[src/rtl/spi_csel_pkg.sv]
package spi_csel_pkg;

  typedef enum logic [1:0] {
    SRC_PIN_IN  = 2'd0,
    SRC_PIN_OUT = 2'd1,
    SRC_SOFT    = 2'd2
  } sel_src_e;

  function automatic sel_src_e pick_src(input logic sw_en, input logic hw_oe);
    if (sw_en)      return SRC_SOFT;
    else if (hw_oe) return SRC_PIN_OUT;
    else            return SRC_PIN_IN;
  endfunction

endpackage

[src/rtl/csel_sync.sv]
module csel_sync #(
  parameter int STAGES    = 2,
  parameter bit RESET_VAL = 1'b1
) (
  input  logic clk,
  input  logic rst,
  input  logic d,
  output logic q
);
  logic [STAGES-1:0] chain_q;

  genvar i;
  generate
    for (i = 0; i < STAGES; i++) begin : g_stage
      if (i == 0) begin : g_first
        always_ff @(posedge clk) begin
          if (rst) chain_q[0] <= RESET_VAL;
          else     chain_q[0] <= d;
        end
      end else begin : g_next
        always_ff @(posedge clk) begin
          if (rst) chain_q[i] <= RESET_VAL;
          else     chain_q[i] <= chain_q[i-1];
        end
      end
    end
  endgenerate

  assign q = chain_q[STAGES-1];
endmodule

[src/rtl/csel_fault.sv]
module csel_fault (
  input  logic clk,
  input  logic rst,
  input  logic ctrl_wr,
  input  logic wr_spi_en,
  input  logic wr_mst_en,
  input  logic sts_acc,
  input  logic fault_cond,
  input  logic err_ie,
  output logic spi_en_q,
  output logic mst_en_q,
  output logic mode_err_q,
  output logic err_irq_q
);
  logic armed_q;
  logic fault_hit;

  assign fault_hit = mst_en_q && fault_cond;

  always_ff @(posedge clk) begin
    if (rst) begin
      spi_en_q   <= 1'b0;
      mst_en_q   <= 1'b0;
      mode_err_q <= 1'b0;
      armed_q    <= 1'b0;
    end else if (fault_hit) begin
      spi_en_q   <= 1'b0;
      mst_en_q   <= 1'b0;
      mode_err_q <= 1'b1;
      armed_q    <= 1'b0;
    end else begin
      if (ctrl_wr) begin
        if (mode_err_q) begin
          spi_en_q <= spi_en_q & wr_spi_en;
          mst_en_q <= mst_en_q & wr_mst_en;
          if (armed_q) mode_err_q <= 1'b0;
          armed_q <= 1'b0;
        end else begin
          spi_en_q <= wr_spi_en;
          mst_en_q <= wr_mst_en;
        end
      end else if (sts_acc && mode_err_q) begin
        armed_q <= 1'b1;
      end
    end
  end

  always_ff @(posedge clk) begin
    if (rst) err_irq_q <= 1'b0;
    else     err_irq_q <= mode_err_q & err_ie;
  end

  // enable and master stay off for the whole life of the flag
  a_r8_locked: assert property (@(posedge clk) disable iff (rst)
    mode_err_q |-> (!spi_en_q && !mst_en_q));

  // a qualified fault demotes at the next edge
  a_r6_demote: assert property (@(posedge clk) disable iff (rst)
    (mst_en_q && fault_cond) |=> (mode_err_q && !mst_en_q && !spi_en_q));

  // the flag only falls after an armed control write
  a_r9_clear_seq: assert property (@(posedge clk) disable iff (rst)
    $fell(mode_err_q) |-> ($past(ctrl_wr) && $past(armed_q)));

  // interrupt follows the gated flag by one cycle
  a_r7_irq: assert property (@(posedge clk) disable iff (rst)
    err_irq_q |-> $past(mode_err_q && err_ie));
endmodule

[src/rtl/csel_drive.sv]
module csel_drive
  import spi_csel_pkg::*;
(
  input  logic     clk,
  input  logic     rst,
  input  logic     spi_en,
  input  logic     mst_en,
  input  sel_src_e src,
  input  logic     xfer_busy,
  input  logic     pin_sync,
  input  logic     sw_sel_lvl,
  output logic     cs_pin_o,
  output logic     cs_pin_oe,
  output logic     slave_sel
);
  logic master_out;
  logic drive_q;
  logic drive_d;
  logic sel_d;

  assign master_out = mst_en && (src == SRC_PIN_OUT);

  always_comb begin
    drive_d = drive_q;
    if (!master_out)     drive_d = 1'b0;
    else if (spi_en)     drive_d = 1'b1;
    else if (!xfer_busy) drive_d = 1'b0;
  end

  always_comb begin
    if (mst_en)               sel_d = 1'b0;
    else if (src == SRC_SOFT) sel_d = !sw_sel_lvl;
    else                      sel_d = !pin_sync;
  end

  always_ff @(posedge clk) begin
    if (rst) begin
      drive_q   <= 1'b0;
      cs_pin_oe <= 1'b0;
      cs_pin_o  <= 1'b1;
      slave_sel <= 1'b0;
    end else begin
      drive_q   <= drive_d;
      cs_pin_oe <= drive_d;
      cs_pin_o  <= !drive_d;
      slave_sel <= sel_d;
    end
  end

  // enabled master output drives the pin low next cycle
  a_r3_drive: assert property (@(posedge clk) disable iff (rst)
    (master_out && spi_en) |=> (cs_pin_oe && !cs_pin_o));

  // a busy transfer keeps the pin driven
  a_r4_hold: assert property (@(posedge clk) disable iff (rst)
    (cs_pin_oe && master_out && xfer_busy) |=> cs_pin_oe);

  // a master is never reported as a selected slave
  a_r10_no_sel_master: assert property (@(posedge clk) disable iff (rst)
    mst_en |=> !slave_sel);
endmodule

[src/rtl/spi_csel_ctrl.sv]
module spi_csel_ctrl
  import spi_csel_pkg::*;
#(
  parameter int SYNC_STAGES = 2
) (
  input  logic clk,
  input  logic rst,
  input  logic ctrl_wr,
  input  logic wr_spi_en,
  input  logic wr_mst_en,
  input  logic hw_out_en,
  input  logic sw_sel_en,
  input  logic sw_sel_lvl,
  input  logic err_ie,
  input  logic sts_acc,
  input  logic xfer_busy,
  input  logic cs_pin_i,
  output logic cs_pin_o,
  output logic cs_pin_oe,
  output logic spi_en,
  output logic mst_en,
  output logic mode_err,
  output logic slave_sel,
  output logic err_irq
);
  sel_src_e src;
  logic     pin_sync;
  logic     fault_cond;

  assign src = pick_src(sw_sel_en, hw_out_en);
  assign fault_cond = ((src == SRC_SOFT)   && !sw_sel_lvl) ||
                      ((src == SRC_PIN_IN) && !pin_sync);

  csel_sync #(.STAGES(SYNC_STAGES), .RESET_VAL(1'b1)) u_sync (
    .clk (clk),
    .rst (rst),
    .d   (cs_pin_i),
    .q   (pin_sync)
  );

  csel_fault u_fault (
    .clk        (clk),
    .rst        (rst),
    .ctrl_wr    (ctrl_wr),
    .wr_spi_en  (wr_spi_en),
    .wr_mst_en  (wr_mst_en),
    .sts_acc    (sts_acc),
    .fault_cond (fault_cond),
    .err_ie     (err_ie),
    .spi_en_q   (spi_en),
    .mst_en_q   (mst_en),
    .mode_err_q (mode_err),
    .err_irq_q  (err_irq)
  );

  csel_drive u_drive (
    .clk        (clk),
    .rst        (rst),
    .spi_en     (spi_en),
    .mst_en     (mst_en),
    .src        (src),
    .xfer_busy  (xfer_busy),
    .pin_sync   (pin_sync),
    .sw_sel_lvl (sw_sel_lvl),
    .cs_pin_o   (cs_pin_o),
    .cs_pin_oe  (cs_pin_oe),
    .slave_sel  (slave_sel)
  );

  // outputs idle on the first cycle after reset
  a_r1_reset_idle: assert property (@(posedge clk)
    $fell(rst) |-> (!spi_en && !mst_en && !mode_err && !cs_pin_oe && cs_pin_o));
endmodule

[config.mk]
export PLATFORM = sky130hd
export DESIGN_NAME = spi_csel_ctrl
export DESIGN_NICKNAME = d
export VERILOG_FILES = /design/src/rtl/spi_csel_pkg.sv /design/src/rtl/csel_sync.sv /design/src/rtl/csel_fault.sv /design/src/rtl/csel_drive.sv /design/src/rtl/spi_csel_ctrl.sv
export SDC_FILE = /design/constraint.sdc
export NUM_CORES = 1
export LEC_CHECK = 0
export CORE_AREA = 2 2 39 41
export CTS_CLUSTER_DIAMETER = 120
export DETAILED_ROUTE_END_ITERATION = 7
export DIE_AREA = 0 0 41 43
export GPL_TIMING_DRIVEN = 0
export HOLD_SLACK_MARGIN = 0.08
export PLACE_DENSITY_LB_ADDON = 0.2
export SLEW_MARGIN = 20
export SYNTH_ARGS = -nofsm -noshare
export SYNTH_HDL_FRONTEND = slang
export SYNTH_SLANG_ARGS = --single-unit
[constraint.sdc]
create_clock -name clk -period 2.98 [get_ports clk]
set_input_delay 0.298 -clock clk [delete_from_list [all_inputs] [get_ports clk]]
set_output_delay 0.298 -clock clk [all_outputs]
set_load 0.005 [all_outputs]
Word-level counts from Yosys, hierarchy flattened
Index checks and enable logic that the tools add are counted.
- equal/unequal tests: 3
- mux-type cells: 15
- bitwise gates (word level): 3
- reductions and logical operators: 15
- operators by type and width (cell ; number):
    two-way mux 1 bit ; 14
    logical AND 1 bit ; 5
    nonzero test 2 bit ; 2
    OR reduction 2 bit ; 2
    bitwise AND 1 bit ; 3
    zero test 1 bit ; 3
    equality test 2 x 1 -> 1 bit (second input constant) ; 1
    equality test 2 bit (second input constant) ; 1
    zero test 2 bit ; 1
    two-way mux 2 bit ; 1
    inequality test 2 x 1 -> 1 bit (second input constant) ; 1
    AND reduction 2 bit ; 1
    logical OR 1 bit ; 1
- register bits: 10
- input bits: 12
- word-level logic and storage cells: 46

Depth between registers and ports, before layout
Gate-level depths: netlist of run 1.
- depth after elaboration: 7
- depth in mapped cells: 4
- gate-level depth less buffers: 3

Hierarchy
From an unflattened synthesis of run 1, not the netlist that was laid out.
- cells, all modules: 36
- area total of the unflattened synthesis: 397.9 sq um
- by module, submodules not included (module ; times used ; cells an instance ; area an instance (sq um) ; seq. area each (sq um)):
    csel_fault ; 1 ; 19 ; 187.7 ; 100.1
    csel_drive ; 1 ; 10 ; 132.6 ; 60.1
    csel_sync ; 1 ; 4 ; 52.6 ; 40.0
    spi_csel_ctrl ; 1 ; 3 ; 25.0 ; 0.0

Worst setup path after synthesis of run 1
OpenSTA, ideal clock, no wires.
- path type: flip-flop to flip-flop
- start point: reg u_fault.mst_en_q
- end point: reg u_drive.cs_pin_o
- library setup time: 0.140 ns
- arrival time: 0.917 ns
- setup slack: 1.923 ns
- cell stages (with the launch flop): 3
- path buffers: 0
- period minus slack after synthesis: 1.057 ns
- cell sequence: dfxtp_1 nand2_1 or4_4
- cells in the longest elaborated chain, start to end: 3
- ends and longest elaborated chain (item ; line ; RTL):
    from (decl) ; csel_fault.sv:11 ; output logic mst_en_q,
    from (signal assigned) ; csel_fault.sv:35 ; mst_en_q <= mst_en_q & wr_mst_en;
    from (signal assigned) ; csel_fault.sv:40 ; mst_en_q <= wr_mst_en;
    logical AND 1 bit ; csel_drive.sv:21 ; assign master_out = mst_en && (src == SRC_PIN_OUT);
    two-way mux 1 bit ; csel_drive.sv:25 ; if (!master_out) drive_d = 1'b0;
    zero test 1 bit ; csel_drive.sv:45 ; cs_pin_o <= !drive_d;
    to (signal assigned) ; csel_drive.sv:45 ;
    to (decl) ; csel_drive.sv:12 ; output logic cs_pin_o,
No other way between the ends.
A chain may end at the register's enable or synchronous reset.

Worst setup path in the final report of run 1
- start point: reg u_fault.mode_err_q
- end point: out mode_err
- RTL lines (item ; line ; RTL):
    from (decl) ; csel_fault.sv:12 ; output logic mode_err_q,
    from (signal assigned) ; csel_fault.sv:24 ; mode_err_q <= 1'b0;
    from (signal assigned) ; csel_fault.sv:29 ; mode_err_q <= 1'b1;
    from (signal assigned) ; csel_fault.sv:36 ; if (armed_q) mode_err_q <= 1'b0;
    to (decl) ; spi_csel_ctrl.sv:22 ; output logic mode_err,
No word-level cell between the ends.

==> impl_metrics.toml, run 1 <==
[worst_setup_path]
crit_type = "flop to output pin"
critical_path_required_ns = 2.68
cpPeakStageDelay_ns = 0.54
cp.buffers_inverters = 1
startpoint_type = "flop"
critPathSlowestCell = "clkdlybuf4s50_1"
setup.worst_path.end_class = "output pin"
crit_arrival_ns = 1.23
cp_max_fo = 6
cpLargestDelayFamily = "buffers and inverters"
cp_cell_sequence = "clkdlybuf4s50_1"

[finish]
layout.cells.non_filler = 74
synthToLayoutAreaGrowth_pct = 59.54
drive_gt1_share_pct = 22.41
antenna_cells = 0
final_util_pct = 43.85
final_nets = 71

[grt]
antenna_found_initial = 0
grt_pass1_vias = 301
grt_pass1_wl_um = 1228
overflow = 0
grt_usage_pct = 11.10
grt_max_degree = 11

[placed_design]
placed_cells = 70
dp_hpwl_um = 552.8
port_buffers = 17
globalplace.congestion = 0.7106
post-place-ws_ns = 1.434

[timing]
report.final.setup_viol = 0
layout_min_cycle_time_ns = 1.525
skew_ns = 0.004950
fin_tns_setup_ns = 0
drv_slew = 0
worst_pin_slew_ns = 0.2518
clock.fmax_mhz = 655.8
min_period_over_period_pct = 51.17
worst_hold_slack_ns = 0.2346
rsz0062_at_grt = "false"
fin_ws_ns = 1.455
max_slew_margin_pct = 83.18
hold_viol = 0

[floorplan]
dieWidth_um = 41
coreArea_um2 = 1384
dieArea_um2 = 1763
dieHeight_um = 43
rows = 14
boundaryPins = 19
start_util_pct = 27.49

[power]
ir_drop_v = 0.0002690
power.density_nw_per_um2 = 495.5
leakagePower_nw = 0.2424

[yosys]
synth_area_leaders = "dfxtp_1 (53%), nor3_1 (3.9%), a2111oi_2 (3.9%)"
syn_nets = 49
synth_cell_types = 19
syn_area_per_cell_um2 = 10.28
synth_top_area_share_pct = 52.63
ys_seq_area_share_pct = 52.63
yosysWarnings = 0
ys_seq_elements = 10
netlist_instances = 37
synth_area_um2 = 380.4
synth_top_area_cell = "dfxtp_1"

[cts]
clockRootBuffer = "clkbuf_4"
clkTransAtPathRegs_ns = 0.07
clock_latency_ns = 0.27
htreeDepth = 1
cts_resized = 0
hold_buffers = 0
clock_sinks = 10
postCtsSetupRepairBufs = 0
clockBufferDepth = 2
cts_tree = "done"
numCtsBuffers = 3

[routing]
drt-initial-drc-count = 5
drt_wl_total_um = 717
drc_errors = 0
vias_per_cell = 4.581
wire_per_inst_um = 9.689
first_pass_iters = 3
vias = 339
ant_nets = 0

[worst_hold_path]
holdCritPathClass = "input pin to flop"

[outcome]
status = "finished, final reports clean"

[flow_run]
drv_cap = 0
-- power by group --
group          switching (W)  total [W]  internal (W)
logic              0.0000117  0.0000378     0.0000261
clock network      0.0000457   0.000120     0.0000742
registers         0.00000402   0.000143      0.000139
total              0.0000614   0.000301      0.000239
-- layer usage --
layer | track usage (%) | vias up | wire length [um]
met5 | 0 | - | 0
li1 | - | 168 | -
met4 | 6.000 | 0 | 21
met3 | 9.424 | 5 | 67
met2 | 15.63 | 11 | 375
met1 | 10.78 | 155 | 253
-- cells by family after synthesis --
kind of cell / after synthesis / share of synthesized area, %
AND/OR/NAND/NOR: 16 / 27.30
flip-flops: 10 / 52.63
AO/OA/AOI/OAI: 8 / 15.13
buffers and inverters: 3 / 4.932
-- cells in the final DEF (no fill, tap or decap) --
cell type and n:
a2111oi_2 1, a21oi_1 2, and2b_2 1, and3b_2 1, buf_6 1, clkbuf_4 3, clkbuf_8 1, clkdlybuf4s50_1 17
dfxtp_1 10, inv_1 1, inv_2 1, nand2_1 3, nand3b_1 1, nor2_1 2, nor2b_1 1, nor2b_4 1
nor3_1 3, o21a_1 2, o21ai_0 1, o22ai_1 2, or2_2 2, or4_4 1
-- synth_stat cells --
cell,instances
and3b_2,1
buf_6,1
and2b_2,1
or4_4,1
nor3_1,3
a2111oi_2,1
o22ai_1,2
inv_2,1
o21ai_0,1
nor2_1,2
a21oi_1,2
nand2_1,3
nor2b_1,1
o21a_1,2
nor2b_4,1
nand3b_1,1
inv_1,1
or2_2,2
dfxtp_1,10
-- cell type report --
cell class | instances | area (um^2)
inverter | 2 | 7.507
fill | 141 | 777.0
multi-input combinational | 24 | 161.4
clock buffer | 4 | 36.28
tap | 16 | 20.02
buffer | 1 | 11.26
sequential | 10 | 200.2
timing repair buffer | 17 | 170.2
-- state kept, by name (all words and copies together) (netlist names) --
name and count:
u_drive.cs_pin_o 1, u_fault.spi_en_q 1, u_fault.mst_en_q 1, u_fault.mode_err_q 1, u_drive.drive_q 1, u_sync.q 1
u_fault.armed_q 1, u_sync.chain_q 1, u_fault.err_irq_q 1, u_drive.slave_sel 1
-- per-stage QoR --
stage | area (um^2) | total power, W
final | 606.8 | 0.0003007
after global routing | 606.8 | 0.0003183
after CTS | 606.8 | 0.0003072
after detailed placement | 570.5 | 0.0001846
after global placement | 570.5 | 0.0001843
after floorplan | 380.4 | 0.0001598
-- final timing paths --
check                                  start                             to  slack [ns]  cells after the start
max          u_fault.mode_err_q$_SDFFE_PP0P_                       mode_err        1.46                      1
min                                      rst  u_fault.mst_en_q$_SDFFE_PP0P_        0.23                      2
max reg2reg    u_fault.mst_en_q$_SDFFE_PP0P_    u_drive.cs_pin_o$_SDFF_PP1_        1.88                      2
min reg2reg     u_sync.chain_q[0]$_SDFF_PP1_            u_sync.q$_SDFF_PP1_        0.41                      1
-- worst register-to-register path, stage by stage (launching register included) --
cell	delay (ns)
dfxtp_1	0.42
nand2_1	0.07
or4_4	0.49
No activity file was read; power rests on OpenSTA's default activity.
==> run 2, diff against run 1 <==
clock period = 1.4 ns   (was 2.98 ns; I/O delays follow)
==> run 2 against run 1 <==
  * Cell area is 2.1% higher
  * Sequential cell count did not move
  * Hold slack improved by 0.18 ns
  * Clock power increased by 110%
  * Critical endpoint unchanged
  * Largest cell class unchanged
==> impl_metrics.toml, run 2 (synthesis gave the netlist of run 1 again) <==
[finish]
ff_latch_area_um2 = 202.7
num-fill-cells = 139
final_common_cell = "clkdlybuf4s50_1"
final_nets = 72
mostFrequentLayoutCells = "clkdlybuf4s50_1 (17), dfxtp_1 (8), nand2_1 (3), nor3_1 (3), clkbuf_4 (3)"
layout.cells.non_filler = 75
synthToLayoutAreaGrowth_pct = 62.83
antenna_cells = 0
drive_gt1_share_pct = 25.42
multi_input_area_um2 = 161.4
final_util_pct = 44.76
final_area_um2 = 619.3

[power]
power.total_w = 0.0006438
leakagePower_nw = 0.2474
power.density_nw_per_um2 = 1039
ir_drop_v = 0.0005796

[worst_setup_path]
critical_path_required_ns = 1.26
cpLargestDelayFamily = "buffers and inverters"
cp.buffers_inverters = 1
rr_startpoint = "u_fault.mst_en_q$_SDFFE_PP0P_"
crit_arrival_ns = 1.15
critPathSlowestCell = "clkdlybuf4s50_1"
startpoint_type = "flop"
crit_type = "flop to output pin"
cp_cell_sequence = "clkdlybuf4s50_1"
cpPeakStageDelay_ns = 0.52
cp-endpoint = "mode_err"
setup.worst_path.end_class = "output pin"
r2r_slack_ns = 0.36
r2r_end = "u_drive.cs_pin_o$_SDFF_PP1_"
startpoint = "u_fault.mode_err_q$_SDFFE_PP0P_"
cp.depth = 1
cp_max_fo = 6
worstRegToRegCells = 2

[floorplan]
dieWidth_um = 41
start_util_pct = 27.49
rows = 14
boundaryPins = 19
coreArea_um2 = 1384
dieHeight_um = 43
dieArea_um2 = 1763

[grt]
grt_max_degree = 11
grt_usage_pct = 11.30
grt_pass1_vias = 313
antenna_found_initial = 0
overflow = 0
grt_pass1_wl_um = 1255

[timing]
fin_tns_setup_ns = 0
worst_pin_slew_ns = 0.2517
min_period_over_period_pct = 92.43
rsz0062_at_grt = "false"
hold_viol = 0
report.final.setup_viol = 0
drv_slew = 0
skew_ns = 0.005174
max_slew_margin_pct = 83.19
layout_min_cycle_time_ns = 1.294
clock.fmax_mhz = 772.7

[placed_design]
globalplace.congestion = 0.7106
placed_cells = 70
port_buffers = 17
dp_hpwl_um = 552.8
dpl_cell_area_um2 = 570.5

[flow_run]
drv_cap = 0

[cts]
numCtsBuffers = 3
clock_sinks = 10
postCtsSetupRepairBufs = 0
clockBufferDepth = 2
cts_tree = "done"
clockRootBuffer = "clkbuf_4"
htreeDepth = 1
clock_latency_ns = 0.26
clkTransAtPathRegs_ns = 0.06

[routing]
drt-initial-drc-count = 3
first_pass_iters = 2
vias_per_cell = 4.560
ant_nets = 0
wire_per_inst_um = 9.827
vias = 342
drt_wl_total_um = 737
drc_errors = 0

[worst_hold_path]
holdCritPathClass = "flop to flop"
whs_path_depth = 1

[outcome]
status = "finished, final reports clean"
## run 2: power by group
group	total, W	internal, W	leakage (nW)	switching (W)
clock	0.000255	0.000158	0.0210	0.0000973
combinational	0.0000832	0.0000574	0.144	0.0000257
sequential	0.000305	0.000297	0.0826	0.00000871
## run 2: worst min path at each step
| stage | from | to |
|---|---|---|
| 5_1_grt | u_sync.chain_q[0]$_SDFF_PP1_ | u_sync.q$_SDFF_PP1_ |
| 6_report | u_sync.chain_q[0]$_SDFF_PP1_ | u_sync.q$_SDFF_PP1_ |
| 2_1_floorplan | ctrl_wr | u_fault.armed_q$_SDFFE_PP0P_ |
| 3_5_place_dp | rst | u_fault.spi_en_q$_SDFFE_PP0P_ |
| 3_3_place_gp | rst | u_fault.mst_en_q$_SDFFE_PP0P_ |
| 4_1_cts | u_sync.chain_q[0]$_SDFF_PP1_ | u_sync.q$_SDFF_PP1_ |
## run 2: stage by stage
| stage | hold slack, ns | setup WS (ns) |
|---|---|---|
| 6_report | 0.4127 | 0.1059 |
| 5_1_grt | 0.4223 | 0.05158 |
| 4_1_cts | 0.4150 | 0.01600 |
| 3_5_place_dp | 0.3649 | 0.01225 |
| 3_3_place_gp | 0.3675 | 0.01195 |
| 2_1_floorplan | 0.2321 | 0.3433 |
## run 2: layout make-up
| class | count | share of cell area, % |
|---|---|---|
| Sequential cell | 10 | 32.73 |
| Tap cell | 16 | 3.232 |
| Inverter | 2 | 1.212 |
| Multi-Input combinational cell | 24 | 26.06 |
| Buffer | 1 | 1.818 |
| Timing Repair Buffer | 18 | 29.09 |
| Clock buffer | 4 | 5.859 |
## run 2: layer usage
| metal | global-route usage (%) | up-vias | share of wire, % |
|---|---|---|---|
| met5 | 0 | - | 0 |
| met4 | 6.000 | 0 | 1.9 |
| met3 | 9.424 | 2 | 9.2 |
| met2 | 16.25 | 11 | 51 |
| met1 | 10.78 | 158 | 38 |
| li1 | - | 171 | - |
## run 2: what timing repair did
action	4_1_cts	5_1_grt
gates resized for setup	0	2
hold buffers	1	0
endpoints found under the hold margin	2	0
setup endpoints to repair	0	2
==> run 3, diff against run 2 <==
SLEW_MARGIN = 10   (was 20)
==> results of run 3 <==
Same layout as run 2: the final DEF is identical, and so are final timing and power.
